[src/rtl/alc_pkg.sv]
package alc_pkg;

  // Q16 linear fractions of full scale for the four detection levels
  function automatic longint unsigned lvl_limit(input int unsigned sw, input int unsigned sel);
    longint unsigned fs;
    longint unsigned k;
    fs = (64'd1 << (sw - 1)) - 64'd1;
    case (sel)
      0:       k = 64'd49145;
      1:       k = 64'd40877;
      2:       k = 64'd32846;
      default: k = 64'd24631;
    endcase
    return (fs * k) >> 16;
  endfunction

endpackage

[src/rtl/alc_level_det.sv]
module alc_level_det #(
  parameter int SW = 16
) (
  input  logic [SW-1:0] smp,
  input  logic [1:0]    sel,
  output logic          over
);
  localparam logic [SW-1:0] MAXV = {1'b0, {(SW-1){1'b1}}};
  localparam logic [SW-1:0] MINV = {1'b1, {(SW-1){1'b0}}};
  localparam logic [SW-1:0] LV0 = SW'(alc_pkg::lvl_limit(SW, 0));
  localparam logic [SW-1:0] LV1 = SW'(alc_pkg::lvl_limit(SW, 1));
  localparam logic [SW-1:0] LV2 = SW'(alc_pkg::lvl_limit(SW, 2));
  localparam logic [SW-1:0] LV3 = SW'(alc_pkg::lvl_limit(SW, 3));

  logic [SW-1:0] mag;
  logic [SW-1:0] lvl;

  always_comb begin
    if (!smp[SW-1])      mag = smp;
    else if (smp == MINV) mag = MAXV;
    else                  mag = (~smp) + 1'b1;
    case (sel)
      2'd0:    lvl = LV0;
      2'd1:    lvl = LV1;
      2'd2:    lvl = LV2;
      default: lvl = LV3;
    endcase
  end

  assign over = (mag >= lvl);

  always_comb begin
    AST_MAG_IN_RANGE: assert (mag <= MAXV);
  end
endmodule

[src/rtl/alc_zc_apply.sv]
module alc_zc_apply #(
  parameter int SW = 16,
  parameter int CW = 11
) (
  input  logic          clk,
  input  logic          rst_n,
  input  logic          smp_vld,
  input  logic          step_en,
  input  logic          clr,
  input  logic          arm,
  input  logic [CW-1:0] lim,
  input  logic [SW-1:0] smp,
  output logic          pend,
  output logic          fire
);
  logic          prev_neg_q;
  logic          pend_q;
  logic [CW-1:0] cnt_q;
  logic          zc;
  logic          tmo;

  assign zc   = (smp[SW-1] != prev_neg_q) || (smp == '0);
  assign tmo  = ({1'b0, cnt_q} + 1'b1) >= {1'b0, lim};
  assign fire = step_en && pend_q && (zc || tmo);
  assign pend = pend_q;

  always_ff @(posedge clk or negedge rst_n) begin
    if (!rst_n) begin
      prev_neg_q <= 1'b0;
      pend_q     <= 1'b0;
      cnt_q      <= '0;
    end else begin
      if (smp_vld) prev_neg_q <= smp[SW-1];
      if (clr) begin
        pend_q <= 1'b0;
        cnt_q  <= '0;
      end else if (arm) begin
        pend_q <= 1'b1;
        cnt_q  <= '0;
      end else if (fire) begin
        pend_q <= 1'b0;
      end else if (step_en && pend_q) begin
        cnt_q <= cnt_q + 1'b1;
      end
    end
  end

  AST_ARM_ONLY_IDLE: assert property (@(posedge clk) disable iff (!rst_n)
    arm |-> !pend_q);
  AST_FIRE_RETIRES: assert property (@(posedge clk) disable iff (!rst_n)
    (fire && !clr) |=> !pend_q);
  AST_CLR_DROPS: assert property (@(posedge clk) disable iff (!rst_n)
    clr |=> (!pend_q && cnt_q == '0));
endmodule

[src/rtl/alc_limiter_top.sv]
module alc_limiter_top #(
  parameter int SW        = 16,
  parameter int GW        = 8,
  parameter int GAIN_INIT = 200,
  parameter int TMO_BASE  = 128
) (
  input  logic          clk,
  input  logic          rst_n,
  input  logic          en,
  input  logic [1:0]    thr_sel,
  input  logic [1:0]    step_sel,
  input  logic [1:0]    tmo_sel,
  input  logic          zc_off,
  input  logic          s_valid,
  output logic          s_ready,
  input  logic [SW-1:0] s_left,
  input  logic [SW-1:0] s_right,
  output logic [GW-1:0] gain_l,
  output logic [GW-1:0] gain_r
);
  localparam int CW = $clog2(TMO_BASE * 8) + 1;
  localparam logic [GW-1:0] G0 = GW'(GAIN_INIT);

  logic          run, zc_run, imm_upd, arm, clr, any_p, over_any;
  logic [1:0]    over_c, pend_c, fire_c;
  logic [SW-1:0] smp_c [2];
  logic [GW-1:0] gl_q, gr_q, tgt_q, gmin, base, imm_val, step;
  logic [CW-1:0] lim;

  function automatic logic [GW-1:0] sat_sub(input logic [GW-1:0] a, input logic [GW-1:0] b);
    return (a > b) ? (a - b) : '0;
  endfunction

  assign s_ready  = 1'b1;
  assign smp_c[0] = s_left;
  assign smp_c[1] = s_right;
  assign run      = s_valid && en;
  assign zc_run   = run && !zc_off;
  assign imm_upd  = run && zc_off;
  assign over_any = |over_c;
  assign any_p    = |pend_c;
  assign arm      = zc_run && !any_p && over_any;
  assign clr      = !en || imm_upd;
  assign lim      = CW'(TMO_BASE) << tmo_sel;
  assign step     = GW'(1) << step_sel;
  assign gmin     = (gl_q < gr_q) ? gl_q : gr_q;
  assign base     = any_p ? tgt_q : gmin;
  assign imm_val  = over_any ? sat_sub(base, GW'(1)) : base;

  for (genvar ch = 0; ch < 2; ch++) begin : g_ch
    alc_level_det #(.SW(SW)) u_det (
      .smp  (smp_c[ch]),
      .sel  (thr_sel),
      .over (over_c[ch])
    );
    alc_zc_apply #(.SW(SW), .CW(CW)) u_zc (
      .clk     (clk),
      .rst_n   (rst_n),
      .smp_vld (s_valid),
      .step_en (zc_run),
      .clr     (clr),
      .arm     (arm),
      .lim     (lim),
      .smp     (smp_c[ch]),
      .pend    (pend_c[ch]),
      .fire    (fire_c[ch])
    );
  end

  always_ff @(posedge clk or negedge rst_n) begin
    if (!rst_n) begin
      gl_q  <= G0;
      gr_q  <= G0;
      tgt_q <= '0;
    end else begin
      if (imm_upd) begin
        gl_q <= imm_val;
        gr_q <= imm_val;
      end else begin
        if (fire_c[0]) gl_q <= tgt_q;
        if (fire_c[1]) gr_q <= tgt_q;
      end
      if (arm) tgt_q <= sat_sub(gmin, step);
    end
  end

  assign gain_l = gl_q;
  assign gain_r = gr_q;

  AST_NO_RISE_L: assert property (@(posedge clk) disable iff (!rst_n)
    1'b1 |=> gain_l <= $past(gain_l));
  AST_NO_RISE_R: assert property (@(posedge clk) disable iff (!rst_n)
    1'b1 |=> gain_r <= $past(gain_r));
  AST_HOLD_WHEN_OFF: assert property (@(posedge clk) disable iff (!rst_n)
    !en |=> (gain_l == $past(gain_l) && gain_r == $past(gain_r)));
  AST_IMM_EQUAL: assert property (@(posedge clk) disable iff (!rst_n)
    imm_upd |=> gain_l == gain_r);
  AST_IMM_ONE_STEP: assert property (@(posedge clk) disable iff (!rst_n)
    (imm_upd && !any_p && gl_q == gr_q) |=>
      (gain_l == $past(gain_l) || gain_l == $past(gain_l) - 1'b1));
  AST_QUIET_NO_CHANGE: assert property (@(posedge clk) disable iff (!rst_n)
    (run && !over_any && !any_p) |=> (gain_l == $past(gain_l) && gain_r == $past(gain_r)));
endmodule

[config.mk]
export PLATFORM = sky130hd
export DESIGN_NAME = alc_limiter_top
export DESIGN_NICKNAME = d
export VERILOG_FILES = /design/src/rtl/alc_pkg.sv /design/src/rtl/alc_level_det.sv /design/src/rtl/alc_zc_apply.sv /design/src/rtl/alc_limiter_top.sv
export SDC_FILE = /design/constraint.sdc
export NUM_CORES = 1
export LEC_CHECK = 0
export ABC_CLOCK_PERIOD_IN_PS = 6900
export BUFFER_PORTS_ARGS = -buffer_cell sky130_fd_sc_hd__buf_2
export CAP_MARGIN = 25
export CORE_MARGIN = 2
export CORE_UTILIZATION = 43
export DETAILED_ROUTE_END_ITERATION = 7
export SLEW_MARGIN = 15
export SYNTH_ARGS = -nofsm -noshare
export SYNTH_HDL_FRONTEND = slang
export SYNTH_SLANG_ARGS = --single-unit
[constraint.sdc]
create_clock -name clk -period 6.9 [get_ports clk]
set_input_delay 0.345 -clock clk [delete_from_list [all_inputs] [get_ports clk]]
set_output_delay 0.345 -clock clk [all_outputs]
set_load 0.1 [all_outputs]
* After elaboration in Yosys (flattened, before gate mapping)
Index checks and enable logic that the tools add are counted.
** Storage, ports and cells
- Register bits after elaboration :: 50
- Latch bits :: 0
- RAM bits :: 0
- Bits in read-only memories :: 0
- Bits of input ports :: 43
- Output and inout port bits :: 17
- Logic and storage cells :: 94
- Memories :: 0
** Cells by class
- $add $sub $neg :: 8
- $mul :: 0
- Div/mod/pow operators :: 0
- Order comparisons :: 7
- Equality and inequality tests :: 8
- Shift operators :: 2
- Muxes and demuxes :: 28
- Bitwise operators :: 2
- Reduce and logical (&&, ||, !) cells :: 30
** Operators by type and width (number)
- two-way mux 11 bit :: 8
- two-way mux 8 bit :: 9
- two-way mux 16 bit :: 4
- one-hot mux 15 bit (3 select lines) :: 1
- adder 16 x 1 -> 16 bit, second input constant :: 2
- == test 16 bit, second input constant :: 2
- logical NOT 16 bit :: 2
- inverter 16 bit :: 2
- adder 11 x 1 -> 12 bit, second input constant :: 2
- >= comparator 12 x 11 -> 1 bit :: 2
- adder 11 x 1 -> 11 bit, second input constant :: 2
- >= comparator 16 x 15 -> 1 bit :: 1
- >= comparator 16 bit :: 1
- nonzero test 3 bit :: 4
- left shift 8 x 2 -> 11 bit, first input constant :: 1
- logical AND 1 bit :: 9
- > comparator 8 x 1 -> 1 bit, second input constant :: 1
- > comparator 8 bit :: 1
- less-than comparator 8 bit :: 1
- left shift 1 x 2 -> 8 bit, first input constant :: 1
- subtractor 8 x 1 -> 8 bit, second input constant :: 1
- subtractor 8 bit :: 1
- two-way mux 1 bit :: 6
- inequality test 3 bit, second input constant :: 2
- 9 further kinds :: 19

* Longest topological paths before layout
Gate-level depths: netlist of run 1.
- Depth in word-level cells :: 9
- Mapped depth :: 20
- Mapped depth without buffers :: 19

* Cells and area by module
From an unflattened synthesis of run 1, not the netlist that was laid out.
** Second synthesis, totals
- Cells, all modules :: 748
- Area total of the unflattened synthesis :: 6206.0 µm²
** Modules (own cells, without submodules)
- alc_zc_apply :: times used 2, cells an instance 131, area each 1192.4 µm², sequential area each 325.3 µm²
- alc_limiter_top :: times used 1, cells an instance 262, area each 2194.6 µm², sequential area each 608.1 µm²
- alc_level_det :: times used 2, cells an instance 112, area each 813.3 µm², sequential area each 0.0 µm²

* Worst setup path after synthesis of run 1
No wires, ideal clock.
- Kind :: reg-to-reg
- Start point :: reg gr_q[2] (netlist: gain_r[2])
- End point :: reg tgt_q[5]
- Setup time :: 0.122 ns
- Arrival :: 3.917 ns
- Data required time :: 6.778 ns
- Path slack :: 2.862 ns
- Cell stages (with the launch flop) :: 17
- Path buffers :: 1
- Period minus slack after synthesis :: 4.038 ns
- Path through :: dfrtp_1 inv_1 ha_1 a211oi_2 o21ai_2 a21oi_4 clkbuf_1 nand2_1 o21ai_0 ha_1 a21o_1 a21o_1 a21o_1 nor2_1 xnor2_1 nand2_1 a32o_1
** Between the ends
- Longest elaborated chain between the ends :: 4
- Elaborated cells between the ends (all ways) :: 5
- Classes of those cells :: 1 x add/sub; 2 x order compare; 2 x mux
** Ends and longest elaborated chain
- start: declaration :: RTL line alc_limiter_top.sv:27 : logic [GW-1:0] gl_q, gr_q, tgt_q, gmin, base, imm_val, step;
- start signal: assignment :: RTL line alc_limiter_top.sv:78 : gr_q <= imm_val;
- start signal: assignment :: RTL line alc_limiter_top.sv:81 : if (fire_c[1]) gr_q <= tgt_q;
- less-than comparator 8 bit :: RTL line alc_limiter_top.sv:46 : assign gmin = (gl_q < gr_q) ? gl_q : gr_q;
- two-way mux 8 bit * :: RTL line alc_limiter_top.sv:46
- subtractor 8 bit / > comparator 8 bit (equally long branches) :: RTL line alc_limiter_top.sv:31 : return (a > b) ? (a - b) : '0;
- two-way mux 8 bit * :: RTL line alc_limiter_top.sv:31
- end signal: assignment :: RTL line alc_limiter_top.sv:83 : if (arm) tgt_q <= sat_sub(gmin, step);
- end: declaration :: RTL line alc_limiter_top.sv:27
Every way passes the cells marked *; elsewhere a longest branch is shown, timed or not.
A chain may end at the register's enable or synchronous reset.

* Final worst setup path of run 1
- Start point :: in s_left[0]
- End point :: reg g_ch[0].u_zc.cnt_q[5]
** Between the ends
- Longest elaborated chain between the ends :: 9
- Elaborated cells between the ends (all ways) :: 17
- Classes of those cells :: 1 x add/sub; 1 x order compare; 2 x eq/ne; 4 x mux; 1 x bitwise; 8 x reduce/logical
** Ends and longest elaborated chain
- start: declaration :: RTL line alc_limiter_top.sv:16 : input logic [SW-1:0] s_left,
- inverter 16 bit :: RTL line alc_level_det.sv:21 : else mag = (~smp) + 1'b1;
- adder 16 x 1 -> 16 bit :: RTL line alc_level_det.sv:21
- two-way mux 16 bit :: RTL line alc_level_det.sv:20 : else if (smp == MINV) mag = MAXV;
- two-way mux 16 bit :: RTL line alc_level_det.sv:19 : if (!smp[SW-1]) mag = smp;
- >= comparator 16 bit :: RTL line alc_level_det.sv:30 : assign over = (mag >= lvl);
- OR reduction 2 bit :: RTL line alc_limiter_top.sv:40 : assign over_any = |over_c;
- logical AND 1 bit :: RTL line alc_limiter_top.sv:42 : assign arm = zc_run && !any_p && over_any;
- inequality test 3 bit (no line), or another cell as far along
- AND reduction 2 bit (no line) / two-way mux 11 bit (equally long branches)
- end signal: assignment :: RTL line alc_zc_apply.sv:43 : cnt_q <= cnt_q + 1'b1;
- end: declaration :: RTL line alc_zc_apply.sv:18 : logic [CW-1:0] cnt_q;
Parallel ways exist; a longest one is shown, timed or not.

==> key figures, run 1 <==
Outcome
  • Status: completed

Global routing
  • Vias in the first global route: 4548
  • Total grt overflow: 0
  • Initial antenna violation count: 0
  • Largest net degree at the start of global routing: 51
  • First-pass GRT wire length: 21700 um
  • All-Layer GR Usage: 20.3%

STA
  • Setup TNS: 0 ns
  • Hold Vio Cnt, Final: 0
  • # setup viols final: 0
  • Crit share post-route: 64.5%
  • Final Critical Period: 4.45 ns
  • Fmax: 225 MHz
  • Setup Skew: 0.00510 ns
  • Worst slew pin tran: 0.852 ns
  • Worst slew margin: 43.0%
  • RSZ-0062 raised after global routing: no
  • Slew Viols, Final: 0
  • Worst setup margin: 2.45 ns

Clock network
  • Clk Latency, worst-skew pair: 0.29 ns
  • PostCTS Resize Cnt: 0
  • CTS Sinks: 50
  • Root Driver: clkbuf_16
  • Clock-pin slew on the worst setup and hold paths: 0.07 ns
  • Depth of the CTS H-tree: 2
  • CTS tree: built
  • Post-CTS Setup Bufs: 0
  • Total CTS buffers: 5
  • Clock buffer depth: 2
  • CTS Hold Bufs: 0

Layout
  • Layout cell share with drive strength beyond 1: 15.9%
  • Nets: 797
  • Ant diodes: 0
  • P&R area growth vs syn: 10.6%
  • Fillcell total: 1223

Setup path
  • Crit-path max FO: 22
  • CP max stage cell: nand3_1
  • Worst setup EP type: flop
  • R2R cell count: 16
  • Worst-path cell chain: buf_2 > inv_1 > ha_1 > nor2b_1 > nand4b_1 > nor2_1 > nand2_1 > nand2_1 > a21oi_1 > a31oi_1 > ha_1 > a2111oi_0 > o21ai_0 > o2111ai_1 > a211o_1 > o2111ai_1 > buf_2 > nand3_4 > nand3_1 > nor2_1
  • Worst EP arrival: 4.66 ns
  • Startpoint Class: input port
  • Crit Path Category: input port to flop
  • Worst endpoint required time: 7.10 ns
  • Max incr delay on CP: 0.64 ns

Synth
  • Compound-gate portion of the synthesized area: 22.0%
  • Adder-cell share of the synthesized area: 15.4%
  • Seq/Total Area, Yosys: 24.0%
  • Mean Syn Cell Area: 8.16 um2
  • Combinational family with the most area after synthesis: simple AND/OR/NAND/NOR gates
  • Fraction of synthesized area in multiplexers: 2.84%
  • Ys Warns: 0
  • Post-Syn Instances: 642
  • Total nets after synthesis: 749
  • Post-synth EDFFs: 0
  • XOR/XNOR Fraction of Synth Area: 6.02%
  • Post-synth cell types: 77
  • #FFs+latches synth: 50
  • Post-Synth Simple-Gate Area: 25.6%
  • Post-synth ARST share: 100%
  • Synth Flop Type: dfrtp_1
  • Netlist Area Pre-Place: 5240 um2

Placed design
  • Detailed Place HPWL: 9810 um
  • RePlAce Congestion: 0.835
  • Post-Place Worst Slack: 1.87 ns
  • IO Port Bufs: 58

Routing
  • DR WL/cell: 15.3 um
  • ANT nets after route: 0
  • DR pass1 iterations: 5
  • WL final: 12800 um
  • Via count: 4701
  • Starting DRT DRC Count: 422
  • Routed vias/inst: 5.61
  • DRC Markers: 0

Hold path
  • Worst hold path class: input port to asynchronous set/reset pin

Die
  • Starting Density: 43.8%
  • Die Wd: 114 um
  • Die height: 114 um
  • Die area: 13100 um2
  • IO Count: 60
  • FP Rows: 40
  • Core area: 12000 um2

Power
  • Pwr/cell area: 378 nW/um2
  • Pleak: 0.00266 uW
  • Max VDD drop: 0.448 mV

Flow run
  • Max Cap Viol: 0
-- cells in the mapped netlist (2+ instances only) --
cell type	n	area, um2
a2111oi_0	2	17.5
a211o_1	3	26.3
a211oi_1	8	60.1
a211oi_2	2	25.0
a21o_1	7	52.6
a21oi_1	26	130
a22o_1	2	17.5
a22oi_1	2	15.0
a31oi_1	15	93.8
a41o_1	2	20.0
and2_1	8	50.1
and3_1	8	50.1
and4_1	2	17.5
buf_2	5	25.0
buf_4	3	22.5
clkbuf_1	14	52.6
dfrtp_1	44	1100
dfstp_2	6	158
ha_1	63	788
inv_1	26	97.6
mux2_2	7	78.8
mux2i_1	7	70.1
nand2_1	84	315
nand2b_1	12	75.1
nand3_1	25	125
nand4_1	7	43.8
nor2_1	58	218
nor2b_1	10	62.6
nor3_1	8	40.0
nor3b_1	2	15.0
nor3b_2	2	25.0
nor4_1	2	12.5
nor4b_4	2	47.6
o2111ai_1	8	70.1
o211ai_1	6	45.0
o211ai_2	2	25.0
o21a_1	11	82.6
o21ai_0	51	255
o21ai_1	5	25.0
o21ai_2	2	17.5
o311ai_0	2	17.5
or2_2	2	12.5
or3_1	11	68.8
xnor2_1	12	105
xor2_1	24	210
-- worst paths after layout --
kind | start | end | slack [ns]
setup / recovery | s_left[0] | g_ch[0].u_zc.cnt_q[5] | 2.45
hold / removal | rst_n | g_ch[1].u_zc.cnt_q[6] | 0.16
setup reg to reg | gain_r[7] | tgt_q[4] | 3.01
hold reg to reg | gain_r[3] | gain_r[3] | 0.50
max in group asynchronous | rst_n | gain_r[5] | 6.30
min in group clk | en | g_ch[1].u_zc.pend | 0.38
-- placed cells by master (no fill, tap or decap), types with 6 or more instances in the layout --
| cell type | netlist | final |
|---|---|---|
| nand2_1 | 84 | 84 |
| ha_1 | 63 | 63 |
| buf_2 | 5 | 59 |
| nor2_1 | 58 | 58 |
| o21ai_0 | 51 | 51 |
| dfrtp_1 | 44 | 44 |
| inv_1 | 26 | 26 |
| a21oi_1 | 26 | 26 |
| nand3_1 | 25 | 25 |
| xor2_1 | 24 | 24 |
| a31oi_1 | 15 | 15 |
| nand2b_1 | 12 | 12 |
| xnor2_1 | 12 | 12 |
| or3_1 | 11 | 11 |
| o21a_1 | 11 | 11 |
| nor2b_1 | 10 | 10 |
| and2_1 | 8 | 8 |
| o2111ai_1 | 8 | 8 |
| a211oi_1 | 8 | 8 |
| nor3_1 | 8 | 8 |
| and3_1 | 8 | 8 |
| mux2i_1 | 7 | 7 |
| nand4_1 | 7 | 7 |
| a21o_1 | 7 | 7 |
| mux2_2 | 7 | 7 |
| o211ai_1 | 6 | 6 |
| dfstp_2 | 6 | 6 |
-- where the power goes --
part           switching [uW]  total, uW  internal, uW
Clock                     114        258           144
Combinational             994       1480           484
Sequential               84.2        455           370
-- state kept, by name, indices dropped and copies added (netlist names) --
register and count:
gain_r 8, g_ch.u_zc.prev_neg_q 2, g_ch.u_zc.cnt_q 22, gain_l 8, g_ch.u_zc.pend 2, tgt_q 8
-- worst max-delay path, delay by kind of cell --
kind            cells  cell delay [ns]
buf+inv             3             0.44
fa+ha+maj           2             0.46
simple gates        8             2.08
compound gates      7             1.34
-- layout make-up --
cell class	count	area [um2]	area share, %
Multi-Input combinational cell	543	3770	65.1
Sequential cell	50	1260	21.7
Timing Repair Buffer	64	333	5.74
Tap cell	147	184	3.17
Clock buffer	6	139	2.40
Inverter	26	97.6	1.68
Clock inverter	2	12.5	0.216
-- layer usage --
layer / global-route usage [%] / wire length [um] / share of wire [%]
met5: 0 / 0 / 0
met2: 34.9 / 6310 / 49
met3: 2.01 / 356 / 2.8
met1: 27.3 / 5970 / 47
met4: 5.53 / 160 / 1.3
-- cell families (layout without fill, tap and decap cells) --
kind of cell,count (synthesis),after routing
AOI/OAI and AO/OA,171,171
xor gates and xnor gates,36,36
adders and majority gates,64,64
buffers and inverters,49,98
DFF,50,50
muxes,14,14
other,1,1
and+or+nand+nor,257,257
-- metrics by stage --
stage	instance area (um2)	std cells	power (uW)	hold slack, ns	utilization (%)
after CTS	5790	837	2190	0.189	48.4
after detailed placement	5640	829	1930	0.500	47.1
final	5790	838	2190	0.164	48.4
after floorplan	5240	642	1620	0.0494	-
after global routing	5790	838	2360	0.217	48.4
after global placement	5640	829	1900	0.476	47.1
(Power assumes the default switching activity.)
==> run 2: changes to the inputs <==
- ABC_CLOCK_PERIOD_IN_PS: 6900 -> 4400
- clock period: 6.9 -> 4.4 ns (I/O delays scaled with it)
==> run 2 against run 1 <==
Cell count is 0.60% higher. Clock-buffer cell count up 1. Flip-flop and latch count stayed put. Wire length is 1.0% higher. Register-to-register slack got worse by 2.2 ns. Clock power rose by 69%. Via count up 2.1%. Sequential power up 60%. Die area is the same. Worst setup slack worse by 1.9 ns. Largest cell class unchanged.
==> key figures, run 2 (same netlist as run 1, synthesis figures left out) <==
Setup path
  • Critical path endpoint: gain_r[6]
  • Critical Path Stages: 20
  • Crit path from: s_right[0]
  • Reg2reg setup slack: 0.78 ns
  • CP max stage cell: or3_1
  • Worst-path cell chain: buf_2 > inv_1 > ha_1 > or3b_4 > nand4b_4 > or3_1 > nand2b_1 > a21oi_1 > a31oi_1 > ha_1 > a21o_1 > a21oi_1 > nor2b_1 > a211oi_1 > o2111ai_1 > buf_4 > nand2_1 > and4b_1 > o21ai_0 > o211ai_1
  • Crit-path max FO: 13
  • Worst EP arrival: 4.08 ns
  • Startpoint Class: input port
  • R2R cell count: 15
  • Crit Path Category: input port to flop
  • Max incr delay on CP: 0.47 ns
  • Reg2reg end: tgt_q[5]
  • Crit path max-delay family: simple AND/OR/NAND/NOR gates
  • Worst path buffer plus inverter count: 3
  • Worst setup EP type: flop
  • Worst endpoint required time: 4.59 ns
  • Critical R2R Launch: gain_r[7]

Layout
  • Final instance count without filler cells: 843
  • Ant diodes: 0
  • Layout cell share with drive strength beyond 1: 16.2%
  • Commonest non-fill, non-tap cell in the layout: nand2_1
  • Nets: 802
  • Fillcell total: 1201
  • Fin area: 5850 um2
  • FF/Latch Area: 1260 um2
  • Multi-input gate area: 3770 um2
  • Largest register FFs: 22
  • Most flops, register: g_ch.u_zc.cnt_q
  • Commonest non-fill, non-tap cells in the layout: 84 x nand2_1, 63 x ha_1, 58 x nor2_1, 58 x buf_2, 51 x o21ai_0
  • P&R area growth vs syn: 11.6%

Clock network
  • Depth of the CTS H-tree: 2
  • Root Driver: clkbuf_16
  • PostCTS Resize Cnt: 0
  • Clk Latency, worst-skew pair: 0.29 ns
  • CTS Sinks: 50
  • Clock-pin slew on the worst setup and hold paths: 0.07 ns
  • Total CTS buffers: 5
  • Post-CTS Setup Bufs: 0
  • CTS tree: built
  • Clock buffer depth: 2
  • CTS Hold Bufs: 0

Placed design
  • Placed Area: 5680 um2
  • Detailed Place HPWL: 10000 um
  • IO Port Bufs: 58
  • Post-Place Cells: 835
  • RePlAce Congestion: 0.901

Global routing
  • First-pass GRT wire length: 21900 um
  • Largest net degree at the start of global routing: 51
  • All-Layer GR Usage: 20.3%
  • Total grt overflow: 0
  • Initial antenna violation count: 0
  • Vias in the first global route: 4574

STA
  • RSZ-0062 raised after global routing: no
  • Hold Vio Cnt, Final: 0
  • Final Critical Period: 3.89 ns
  • Worst slew margin: 40.3%
  • Fmax: 257 MHz
  • Crit share post-route: 88.5%
  • Slew Viols, Final: 0
  • # setup viols final: 0
  • Setup TNS: 0 ns
  • Worst slew pin tran: 0.886 ns
  • Setup Skew: 0.00987 ns

Flow run
  • Max Cap Viol: 0

Power
  • Pleak: 0.00269 uW
  • Pwr/cell area: 601 nW/um2
  • Max VDD drop: 0.486 mV

Routing
  • DRC Markers: 0
  • Starting DRT DRC Count: 393
  • WL final: 12900 um
  • Routed vias/inst: 5.69
  • M1 wire length: 6010 um
  • ANT nets after route: 0
  • DR pass1 iterations: 4
  • Via count: 4799
  • Met3 WL: 475 um
  • Met2 WL: 6220 um
  • Uppermost routed layer: met4
  • DR WL/cell: 15.3 um

Hold path
  • Worst hold path class: input port to asynchronous set/reset pin

Die
  • Die Wd: 114 um
  • Die area: 13100 um2
  • Starting Density: 43.8%
  • IO Count: 60
  • Die height: 114 um
  • Core area: 12000 um2
  • FP Rows: 40

Outcome
  • Status: completed
run 2: cell count changes in the layout (fill, tap and decap cells not counted):
cell / change
buf_4: +6
clkinv_2: -1
clkbuf_1: +2
clkinvlp_4: -1
buf_2: -1
bufinv_16: +1
clkbuf_8: -1
run 2: metal layers:
layer	track usage, %	up-vias
met1	26.8	2257
li1	-	2421
met3	2.01	18
met5	0	-
met4	5.77	0
met2	35.5	103
run 2: area by class of cell:
cell class              instances  share of cell area (%)
well taps                     147                    3.15
flip-flops and latches         50                    21.5
multi-input cells             543                    64.5
clock inverters                 1                   0.514
clock buffers                   7                    2.27
repair buffers                 69                    6.38
inverters                      26                    1.67
run 2: metrics by stage:
stage          util, %  worst slack, ns  total power, uW  hold slack, ns
3_3_place_gp      47.4            0.377             3020           0.363
6_report          48.9            0.506             3510          0.0371
5_1_grt           48.9            0.152             3770           0.100
4_1_cts           48.9            0.536             3520          0.0634
3_5_place_dp      47.5            0.250             3070           0.373
2_1_floorplan        -            0.362             2540         -0.0756
run 2: how the worst min path moves through the flow:
| stage | from | end | depth (start not counted) |
|---|---|---|---|
| after floorplan | rst_n | g_ch[0].u_zc.cnt_q[0] | 0 |
| after detailed placement | rst_n | g_ch[1].u_zc.cnt_q[4] | 2 |
| after global routing | rst_n | g_ch[0].u_zc.cnt_q[6] | 2 |
| after global placement | rst_n | g_ch[1].u_zc.cnt_q[2] | 2 |
| final | rst_n | g_ch[1].u_zc.cnt_q[4] | 2 |
| after CTS | rst_n | g_ch[1].u_zc.cnt_q[8] | 2 |
run 2: power by group:
group	internal, uW	switching [uW]
clock	269	168
combinational	793	1550
sequential	581	149
